<file path="src/rtl/dbg_pkg.sv">
// Shared definitions for the DRAM bank timing guard.
// Assumes a 3-bit command field; codes 6 and 7 are undefined.
package dbg_pkg;

    localparam int CMD_W = 3;

    typedef enum logic [CMD_W-1:0] {
        CMD_NOP  = 3'd0,
        CMD_ACT  = 3'd1,
        CMD_RD   = 3'd2,
        CMD_WR   = 3'd3,
        CMD_PRE  = 3'd4,
        CMD_PREA = 3'd5,
        CMD_RSV6 = 3'd6,
        CMD_RSV7 = 3'd7
    } cmd_e;

endpackage

</file>
<file path="src/rtl/dbg_downcnt.sv">
// One timing window.
// A load with period P makes `expired` read 0 for the next P-1 cycles and 1
// from P cycles after the load onward. A period of 0 or 1 is therefore
// already expired in the cycle after the load.
// Assumes the load strobe lines up with the granted command.
module dbg_downcnt #(
    parameter int W = 6
) (
    input  logic         clk,
    input  logic         rst_n,
    input  logic         load,
    input  logic [W-1:0] period,
    output logic         expired
);

    logic [W-1:0] cnt;

    // Load the window on a strobe, otherwise count down to zero and stay there.
    always_ff @(posedge clk) begin
        if (!rst_n) begin
            cnt <= '0;
        end else if (load) begin
            cnt <= (period == '0) ? '0 : period - 1'b1;
        end else if (cnt != '0) begin
            cnt <= cnt - 1'b1;
        end
    end

    // The window is over once the count has reached zero.
    always_comb begin
        expired = (cnt == '0);
    end

endmodule

</file>
<file path="src/rtl/dbg_bank.sv">
// State of one DRAM bank: an open flag and four timing windows.
// act_go opens the bank and starts the read, write and cycle-time windows.
// pre_go closes the bank and starts its precharge window.
// Assumes act_go and pre_go are never both high.
module dbg_bank #(
    parameter int CNT_W = 6
) (
    input  logic             clk,
    input  logic             rst_n,
    input  logic             act_go,
    input  logic             pre_go,
    input  logic [CNT_W-1:0] cfg_rcd_rd,
    input  logic [CNT_W-1:0] cfg_rcd_wr,
    input  logic [CNT_W-1:0] cfg_rp,
    input  logic [CNT_W-1:0] cfg_rc,
    output logic             is_open,
    output logic             rd_ok,
    output logic             wr_ok,
    output logic             act_ok
);

    logic rp_done;
    logic rc_done;

    // Track whether a row is open in this bank.
    always_ff @(posedge clk) begin
        if (!rst_n) begin
            is_open <= 1'b0;
        end else if (act_go) begin
            is_open <= 1'b1;
        end else if (pre_go) begin
            is_open <= 1'b0;
        end
    end

    dbg_downcnt #(.W(CNT_W)) u_rcd_rd (
        .clk(clk), .rst_n(rst_n), .load(act_go), .period(cfg_rcd_rd), .expired(rd_ok)
    );

    dbg_downcnt #(.W(CNT_W)) u_rcd_wr (
        .clk(clk), .rst_n(rst_n), .load(act_go), .period(cfg_rcd_wr), .expired(wr_ok)
    );

    dbg_downcnt #(.W(CNT_W)) u_rc (
        .clk(clk), .rst_n(rst_n), .load(act_go), .period(cfg_rc), .expired(rc_done)
    );

    dbg_downcnt #(.W(CNT_W)) u_rp (
        .clk(clk), .rst_n(rst_n), .load(pre_go), .period(cfg_rp), .expired(rp_done)
    );

    // An activate needs both the precharge window and the cycle-time window over.
    always_comb begin
        act_ok = rp_done && rc_done;
    end

endmodule

</file>
<file path="src/rtl/dbg_decide.sv">
// Combinational grant/stall/error decision for the command offered this cycle.
// An illegal command raises err even while a timing window is running.
// Assumes per-bank state is presented as flat vectors indexed by bank.
module dbg_decide #(
    parameter int BA_W  = 2,
    parameter int NBANK = 4
) (
    input  logic [dbg_pkg::CMD_W-1:0] req_cmd,
    input  logic [BA_W-1:0]           req_bank,
    input  logic [NBANK-1:0]          is_open,
    input  logic [NBANK-1:0]          rd_ok,
    input  logic [NBANK-1:0]          wr_ok,
    input  logic [NBANK-1:0]          act_ok,
    input  logic                      rrd_ok,
    output logic                      grant,
    output logic                      stall,
    output logic                      err
);
    import dbg_pkg::*;

    cmd_e cmd;
    logic sel_open;
    logic sel_rd;
    logic sel_wr;
    logic sel_act;

    // Pick out the addressed bank's state.
    always_comb begin
        cmd      = cmd_e'(req_cmd);
        sel_open = is_open[req_bank];
        sel_rd   = rd_ok[req_bank];
        sel_wr   = wr_ok[req_bank];
        sel_act  = act_ok[req_bank];
    end

    // Rank the outcome: error first, then timing, then grant.
    always_comb begin
        grant = 1'b0;
        stall = 1'b0;
        err   = 1'b0;
        case (cmd)
            CMD_NOP: ;
            CMD_ACT: begin
                if (sel_open)                err   = 1'b1;
                else if (sel_act && rrd_ok)  grant = 1'b1;
                else                         stall = 1'b1;
            end
            CMD_RD: begin
                if (!sel_open)   err   = 1'b1;
                else if (sel_rd) grant = 1'b1;
                else             stall = 1'b1;
            end
            CMD_WR: begin
                if (!sel_open)   err   = 1'b1;
                else if (sel_wr) grant = 1'b1;
                else             stall = 1'b1;
            end
            CMD_PRE:  grant = 1'b1;
            CMD_PREA: grant = 1'b1;
            default:  err   = 1'b1;
        endcase
    end

endmodule

</file>
<file path="src/rtl/dram_bank_guard.sv">
// DRAM bank timing guard (top).
// Checks each command the scheduler offers against the per-bank open state
// and timing windows, answers grant, stall or error in the same cycle, and
// passes a granted command on to the DRAM one cycle later.
// Assumes the scheduler holds a stalled command until it is granted.
module dram_bank_guard #(
    parameter int BA_W  = 2,
    parameter int CNT_W = 6
) (
    input  logic                      clk,
    input  logic                      rst_n,
    input  logic [dbg_pkg::CMD_W-1:0] req_cmd,
    input  logic [BA_W-1:0]           req_bank,
    input  logic [CNT_W-1:0]          cfg_rcd_rd,
    input  logic [CNT_W-1:0]          cfg_rcd_wr,
    input  logic [CNT_W-1:0]          cfg_rrd,
    input  logic [CNT_W-1:0]          cfg_rp,
    input  logic [CNT_W-1:0]          cfg_rc,
    output logic                      grant,
    output logic                      stall,
    output logic                      err,
    output logic [dbg_pkg::CMD_W-1:0] dram_cmd,
    output logic [BA_W-1:0]           dram_bank
);
    import dbg_pkg::*;

    localparam int NBANK = 1 << BA_W;

    logic [NBANK-1:0] act_go;
    logic [NBANK-1:0] pre_go;
    logic [NBANK-1:0] is_open;
    logic [NBANK-1:0] rd_ok;
    logic [NBANK-1:0] wr_ok;
    logic [NBANK-1:0] act_ok;
    logic             rrd_ok;
    logic             act_granted;
    logic             prea_granted;
    logic             pre_granted;

    // Decode which kind of command is being granted this cycle.
    always_comb begin
        act_granted  = grant && (req_cmd == CMD_ACT);
        pre_granted  = grant && (req_cmd == CMD_PRE);
        prea_granted = grant && (req_cmd == CMD_PREA);
    end

    for (genvar b = 0; b < NBANK; b++) begin : g_bank
        // Steer the activate and precharge strobes to this bank.
        always_comb begin
            act_go[b] = act_granted && (req_bank == BA_W'(b));
            pre_go[b] = prea_granted ||
                        (pre_granted && (req_bank == BA_W'(b)) && is_open[b]);
        end

        dbg_bank #(.CNT_W(CNT_W)) u_bank (
            .clk       (clk),
            .rst_n     (rst_n),
            .act_go    (act_go[b]),
            .pre_go    (pre_go[b]),
            .cfg_rcd_rd(cfg_rcd_rd),
            .cfg_rcd_wr(cfg_rcd_wr),
            .cfg_rp    (cfg_rp),
            .cfg_rc    (cfg_rc),
            .is_open   (is_open[b]),
            .rd_ok     (rd_ok[b]),
            .wr_ok     (wr_ok[b]),
            .act_ok    (act_ok[b])
        );
    end

    dbg_downcnt #(.W(CNT_W)) u_rrd (
        .clk(clk), .rst_n(rst_n), .load(act_granted), .period(cfg_rrd), .expired(rrd_ok)
    );

    dbg_decide #(.BA_W(BA_W), .NBANK(NBANK)) u_decide (
        .req_cmd (req_cmd),
        .req_bank(req_bank),
        .is_open (is_open),
        .rd_ok   (rd_ok),
        .wr_ok   (wr_ok),
        .act_ok  (act_ok),
        .rrd_ok  (rrd_ok),
        .grant   (grant),
        .stall   (stall),
        .err     (err)
    );

    // Forward a granted command to the DRAM, otherwise drive NOP.
    always_ff @(posedge clk) begin
        if (!rst_n) begin
            dram_cmd  <= CMD_NOP;
            dram_bank <= '0;
        end else if (grant) begin
            dram_cmd  <= req_cmd;
            dram_bank <= req_bank;
        end else begin
            dram_cmd  <= CMD_NOP;
            dram_bank <= '0;
        end
    end

endmodule

</file>
<file path="config.mk">
export PLATFORM = sky130hd
export DESIGN_NAME = dram_bank_guard
export DESIGN_NICKNAME = d
export VERILOG_FILES = /design/src/rtl/dbg_pkg.sv /design/src/rtl/dbg_downcnt.sv /design/src/rtl/dbg_bank.sv /design/src/rtl/dbg_decide.sv /design/src/rtl/dram_bank_guard.sv
export SDC_FILE = /design/constraint.sdc
export NUM_CORES = 1
export LEC_CHECK = 0
export CAP_MARGIN = 10
export CORE_ASPECT_RATIO = 0.7
export CORE_MARGIN = 1
export CORE_UTILIZATION = 60
export DETAILED_ROUTE_END_ITERATION = 12
export PLACE_DENSITY_LB_ADDON = 0.08
export REMOVE_ABC_BUFFERS = 1
export SLEW_MARGIN = 20
export SYNTH_ARGS = -nofsm -noshare
export SYNTH_HDL_FRONTEND = slang
export SYNTH_HIERARCHICAL = 1
export SYNTH_SLANG_ARGS = --single-unit
</file>
<file path="constraint.sdc">
create_clock -name clk -period 5.6 [get_ports clk]
set_clock_uncertainty 0.1 [all_clocks]
set_input_delay 1.12 -clock clk [delete_from_list [all_inputs] [get_ports clk]]
set_output_delay 1.12 -clock clk [all_outputs]
set_load 0.01 [all_outputs]
</file>
After elaboration in Yosys (flattened, before gate mapping)
Cells that the tools add are included.
Word-level totals
  bits in registers: 111
  bits of input ports: 37
  output and inout port bits: 8
  logic and storage cells: 216
Operators by class
  eq/ne operators: 8
  add/subtract/negate cells: 22
  muxes and demuxes: 72
  reduce and logical (&&, ||, !) cells: 90
  $lt $le $gt $ge: 1
Operator list (count)
  $mux W6: 39
  $logic_not A6 Y1: 22
  $sub A6 B1 Y6 const B: 22
  $reduce_bool A6 Y1: 17
  $reduce_bool A2 Y1: 21
  $mux W1: 26
  $logic_and A1 B1 Y1: 20
  $bmux W1 S2: 4
  $eq A3 B2 Y1 const B: 2
  $eq A3 B3 Y1 const B: 2
  $pmux W1 S3: 2
  $eq A2 B2 Y1 const B: 2
  $logic_or A1 B1 Y1: 4
  $pmux W1 S4: 1
  $reduce_or A2 Y1: 2
  $eq A3 B1 Y1 const B: 1
  $logic_not A3 Y1: 1
  $lt A2 B3 Y1 const B: 1
  $reduce_or A3 Y1: 1
  $eq A2 B1 Y1 const B: 1
  $logic_not A2 Y1: 1
  $reduce_and A2 Y1: 1

Longest topological paths before layout
  depth in word-level cells: 14
  gate-level depth with buffers: 14
  depth with buffers taken out: 14

By module
Netlist, hierarchy kept.
Modules (own cells, without submodules)
  dbg_downcnt at g_bank[0].u_bank.u_rc ...: seq. area each 120.1 um^2, instances 16, area each 470.5 um^2, cells each 50
  dbg_downcnt at u_rrd: seq. area each 120.1 um^2, instances 1, area each 466.7 um^2, cells each 50
  dram_bank_guard: seq. area each 100.1 um^2, instances 1, area each 235.2 um^2, cells each 27
  dbg_bank: seq. area each 20.0 um^2, instances 4, area each 47.5 um^2, cells each 4
  dbg_decide: seq. area each 0.0 um^2, instances 1, area each 182.7 um^2, cells each 17

Worst setup path after synthesis
OpenSTA, ideal clock, no wires.
  kind: input -> register
  from: input req_bank[0]
  to: register g_bank[2].u_bank.u_rc.cnt[5]
  stages: 9
  path buffers: 0
  path slack: 0.341 ns
  required time: 5.407 ns
  library setup time: 0.093 ns
  data arrival time: 5.065 ns
  path through: mux4_1 -> mux2i_1 -> o32ai_1 -> nand4bb_1 -> nor3b_1 -> nor3b_1 -> a21bo_2 -> or2_1 -> o32ai_1
On the way
  word-level cells in the longest chain between the ends: 9
  elaborated cells on any way between the ends: 21
  those cells by class: 1 x eq/ne; 16 x mux; 4 x reduce/logical
Ends and longest elaborated chain
  start: declaration: line dram_bank_guard.sv:13  | input logic [BA_W-1:0] req_bank,
  $bmux W1 S2: line dbg_decide.sv:33  | sel_act = act_ok[req_bank];
  $mux W1 (implied by the code): line dbg_decide.sv:33
  $logic_and A1 B1 Y1: line dbg_decide.sv:45  | else if (sel_act && rrd_ok) grant = 1'b1;
  $mux W1: line dbg_decide.sv:45
  $mux W1: line dbg_decide.sv:44  | if (sel_open) err = 1'b1;
  $pmux W1 S4 *: line dbg_decide.sv:41  | case (cmd)
  named net grant: line dram_bank_guard.sv:19  | output logic grant,
  $logic_and A1 B1 Y1 *: line dram_bank_guard.sv:42  | act_granted = grant && (req_cmd == CMD_ACT);
  $logic_and A1 B1 Y1 *: line dram_bank_guard.sv:50  | act_go[b] = act_granted && (req_bank == BA_W'(b));
  named net act_go[2]: line dram_bank_guard.sv:29  | logic [NBANK-1:0] act_go;
  $mux W6 or $reduce_bool A2 Y1 (tied branches)
  end signal: assignment: line dbg_downcnt.sv:23  | cnt <= (period == '0) ? '0 : period - 1'b1;
  end signal: assignment: line dbg_downcnt.sv:25  | cnt <= cnt - 1'b1;
  end: declaration: line dbg_downcnt.sv:16  | logic [W-1:0] cnt;
The timed path passes the listed nets; every way through them passes the cells marked *. The select of a mux whose other input is x is not followed.
A chain may end at the register's enable or synchronous reset.

Worst setup path in the final report
  from: input req_bank[0]
  to: output grant
On the way
  word-level cells in the longest chain between the ends: 6
  elaborated cells on any way between the ends: 16
  those cells by class: 15 x mux; 1 x reduce/logical
Ends and longest elaborated chain (line)
  $bmux W1 S2: dbg_decide.sv:33
  $mux W1 (implied by the code): dbg_decide.sv:33
  $logic_and A1 B1 Y1: dbg_decide.sv:45
  $mux W1: dbg_decide.sv:45
  $mux W1: dbg_decide.sv:44
  $pmux W1 S4 *: dbg_decide.sv:41
  end: declaration: dram_bank_guard.sv:19
Mark *: on every way between the ends. The rest lies on a longest branch, timed or not. The select of a mux whose other input is x is not followed.

==> impl_metrics.tcl <==
set metrics [dict create \
    root_buffer "clkbuf_16" \
    top_usage_layer "met2" \
    synth_top_family_by_area "simple AND/OR/NAND/NOR gates" \
    nNetsFinal 1083 \
    worst_slew_pin_slew_ns 1.05 \
    num_rows 36 \
    ir_worst_vdd_v 0.000243 \
    drt_iter0_drc 335 \
    synth.area.top_cells "dfxtp_1 26%, xnor2_1 12%, ha_1 9.9%, nor3b_1 4.6%, o22a_2 4.1%" \
    crit_slowest_cell "clkdlybuf4s50_1" \
    r2r_cells 14 \
    fin_crit_sh_pct 87.7 \
    synthArstFlopShare_pct 0 \
    htreeDepth 3 \
    crit_family "buffers and inverters" \
    path_class "input port to output pin" \
    synthFlopType "dfxtp_1" \
    p_leak_uw 0.00355 \
    clock_sinks 111 \
    synth-xor-area-share_pct 13.8 \
    hp-class "register to register" \
    cts_buffers 9 \
    crit_cells 6 \
    die_x_um 145 \
    crit_buf_inv 3 \
    synth_seq_area_share_pct 25.8 \
    synth_mux_area_share_pct 1.38 \
    final_layout_size_suffix_gt1_share_pct 19.7 \
    crit_path_cell_trace "clkdlybuf4s50_1 -> mux4_2 -> inv_2 -> a31oi_1 -> o32ai_1 -> clkdlybuf4s50_1" \
    ys_types 40 \
    timing.slew.headroom_pct 30.2 \
    crit_arrival_ns 3.69 \
    grt_first_pass_wirelength_mm 31.4 \
    core_area_um2 14000 \
    via_per_inst 5.76 \
    avgSynthCellArea_um2 9.45 \
    dieHeight_um 102 \
    clkSlewWorstSetupHoldPaths_ns 0.07 \
    dieArea_um2 14800 \
    cts_hold_buf 0 \
    critPathRequiredTime_ns 4.38 \
    syn_inst 910 \
    crit_path_frequent_cell "clkdlybuf4s50_1" \
    synth_fa_ha_area_share_pct 9.89 \
    critPathLaunchType "input port" \
    area_growth_pct 12.8 \
    yosysMostFrequentCell "xnor2_1" \
    hold_path_depth 1 \
    max_freq_mhz 204 \
    post_cts_resized 0 \
    met3_usage_pct 4.06 \
    grt_use_met2_pct 42.8 \
    hold_violations 0 \
    synth_commonest_cells "119 x xnor2_1, 111 x dfxtp_1, 70 x inv_1" \
    finalSetupViolCount 0 \
    drc_errors 0 \
    ys_seq_elements 111 \
    powerDensity_nw_per_um2 472 \
    hpwl_mm 14.1 \
    fin_util_pct 69.5 \
    synth_top_area_cell "dfxtp_1" \
    cts_setup_buffers 0 \
    crit_path_end_kind "output pin" \
    io_buffers 44 \
    vias 6762 \
    slew_viol_final 0 \
    grt_pass1_vias 6608 \
    cts_tree "yes" \
    io-pin-count 45 \
    rsz0062_at_grt "false" \
    nFillCells 1069 \
    clk_latency_ns 0.35 \
    yosys.area.top_type_share_pct 25.8 \
    gp_congestion 0.854 \
    synth_compound_area_share_pct 21.4 \
    clockBufferDepth 2 \
    wire_per_inst_um 15.8 \
    grt_max_degree 61 \
    syn_area_um2 8600 \
    fin_total_pwr_uw 4580 \
    post_synth_and_or_nand_nor_area_fraction_pct 24.6 \
    crit_path_max_incr_delay_ns 0.80 \
    n_antenna_cell 0 \
    gr-usage-met1_pct 35.4 \
    synth_enable_flop_cells 0 \
    maxCapViolCount 0 \
    status "finished clean" \
    fin_crit_ns 4.91 \
    antenna_left 0 \
    overflow 0 \
    cp_max_fo 13 \
    track_usage_pct 25.8 \
    initial_core_util_pct 61.6 \
    setup_tns_ns 0 \
    synth_warnings 6 \
    firstDrtPassIters 5 \
    drt_wl_total_mm 18.5 \
    antenna_found_initial 0 \
]
==> report_power, final <==
group	leakage, uW	internal [uW]	switching (uW)
clock	0.000151	356	304
combinational	0.00248	1370	1200
sequential	0.000918	1090	262
==> flip-flops by register name, indices dropped and copies added, names as in the netlist <==
signal,flops
u_rrd/cnt,6
dram_cmd,3
g_bank.u_bank/is_open,4
g_bank.u_bank/u_rc/cnt,24
dram_bank,2
g_bank.u_bank/u_rp/cnt,24
g_bank.u_bank/u_rcd_wr/cnt,24
g_bank.u_bank/u_rcd_rd/cnt,24
==> worst paths after layout <==
path	slack, ns	endpoint	startpoint
max	0.69	grant	req_bank[0]
min	0.46	g_bank[3].u_bank/u_rcd_rd/cnt[0]$_SDFFE_PN0P_	g_bank[3].u_bank/u_rcd_rd/cnt[0]$_SDFFE_PN0P_
max reg2reg	1.79	g_bank[1].u_bank/u_rc/cnt[5]$_SDFFE_PN0P_	g_bank[3].u_bank/u_rc/cnt[2]$_SDFFE_PN0P_
min reg2reg	0.46	g_bank[3].u_bank/u_rcd_rd/cnt[0]$_SDFFE_PN0P_	g_bank[3].u_bank/u_rcd_rd/cnt[0]$_SDFFE_PN0P_
==> kinds of logic after synthesis <==
family	after synthesis
AND/OR/NAND/NOR	320
XOR/XNOR	136
multiplexers	6
AO/OA/AOI/OAI	198
adder cells (fa/ha/maj)	68
buffers and inverters	71
flip-flops	111
==> routing by layer <==
metal / part of all wire, % / wire length [um]
met4: 1.1 / 206
met3: 3.3 / 612
met1: 50 / 9290
met5: 0 / 0
met2: 45 / 8400
==> final cells by class <==
cell class                 instances  area [um2]  area share [%]
timing repair buffer              57         546            5.62
clock inverter                     6        75.1           0.773
tap                              190         238            2.45
clock buffer                      10         229            2.36
multi-input combinational        728        6130            63.2
inverter                          71         267            2.75
sequential                       111        2220            22.9
==> layout by cell type (no fill, tap or decap), types with 18 or more instances in the layout <==
cell / synthesis / final
nor2_2: 17 / 18
nor3_2: 33 / 34
nor3b_1: 53 / 51
o22a_1: 33 / 33
nand3_1: 19 / 19
o32ai_1: 18 / 18
o22a_2: 35 / 35
nand2_1: 19 / 19
clkdlybuf4s50_1: 0 / 43
ha_1: 68 / 68
a21oi_1: 22 / 22
dfxtp_1: 111 / 111
nor3_1: 36 / 35
nor2_1: 53 / 52
inv_1: 70 / 70
xnor2_1: 119 / 119
==> through the flow <==
step | worst slack [ns] | cells | instance area (um2) | hold slack [ns]
4_1_cts | 0.696 | 1173 | 9710 | 0.465
3_5_place_dp | 0.646 | 1157 | 9400 | 0.447
2_1_floorplan | 0.341 | 910 | 8600 | 0.425
3_3_place_gp | 0.763 | 1157 | 9400 | 0.446
5_1_grt | 0.589 | 1173 | 9710 | 0.482
6_report | 0.690 | 1173 | 9710 | 0.461
(Power assumes the default switching activity.)
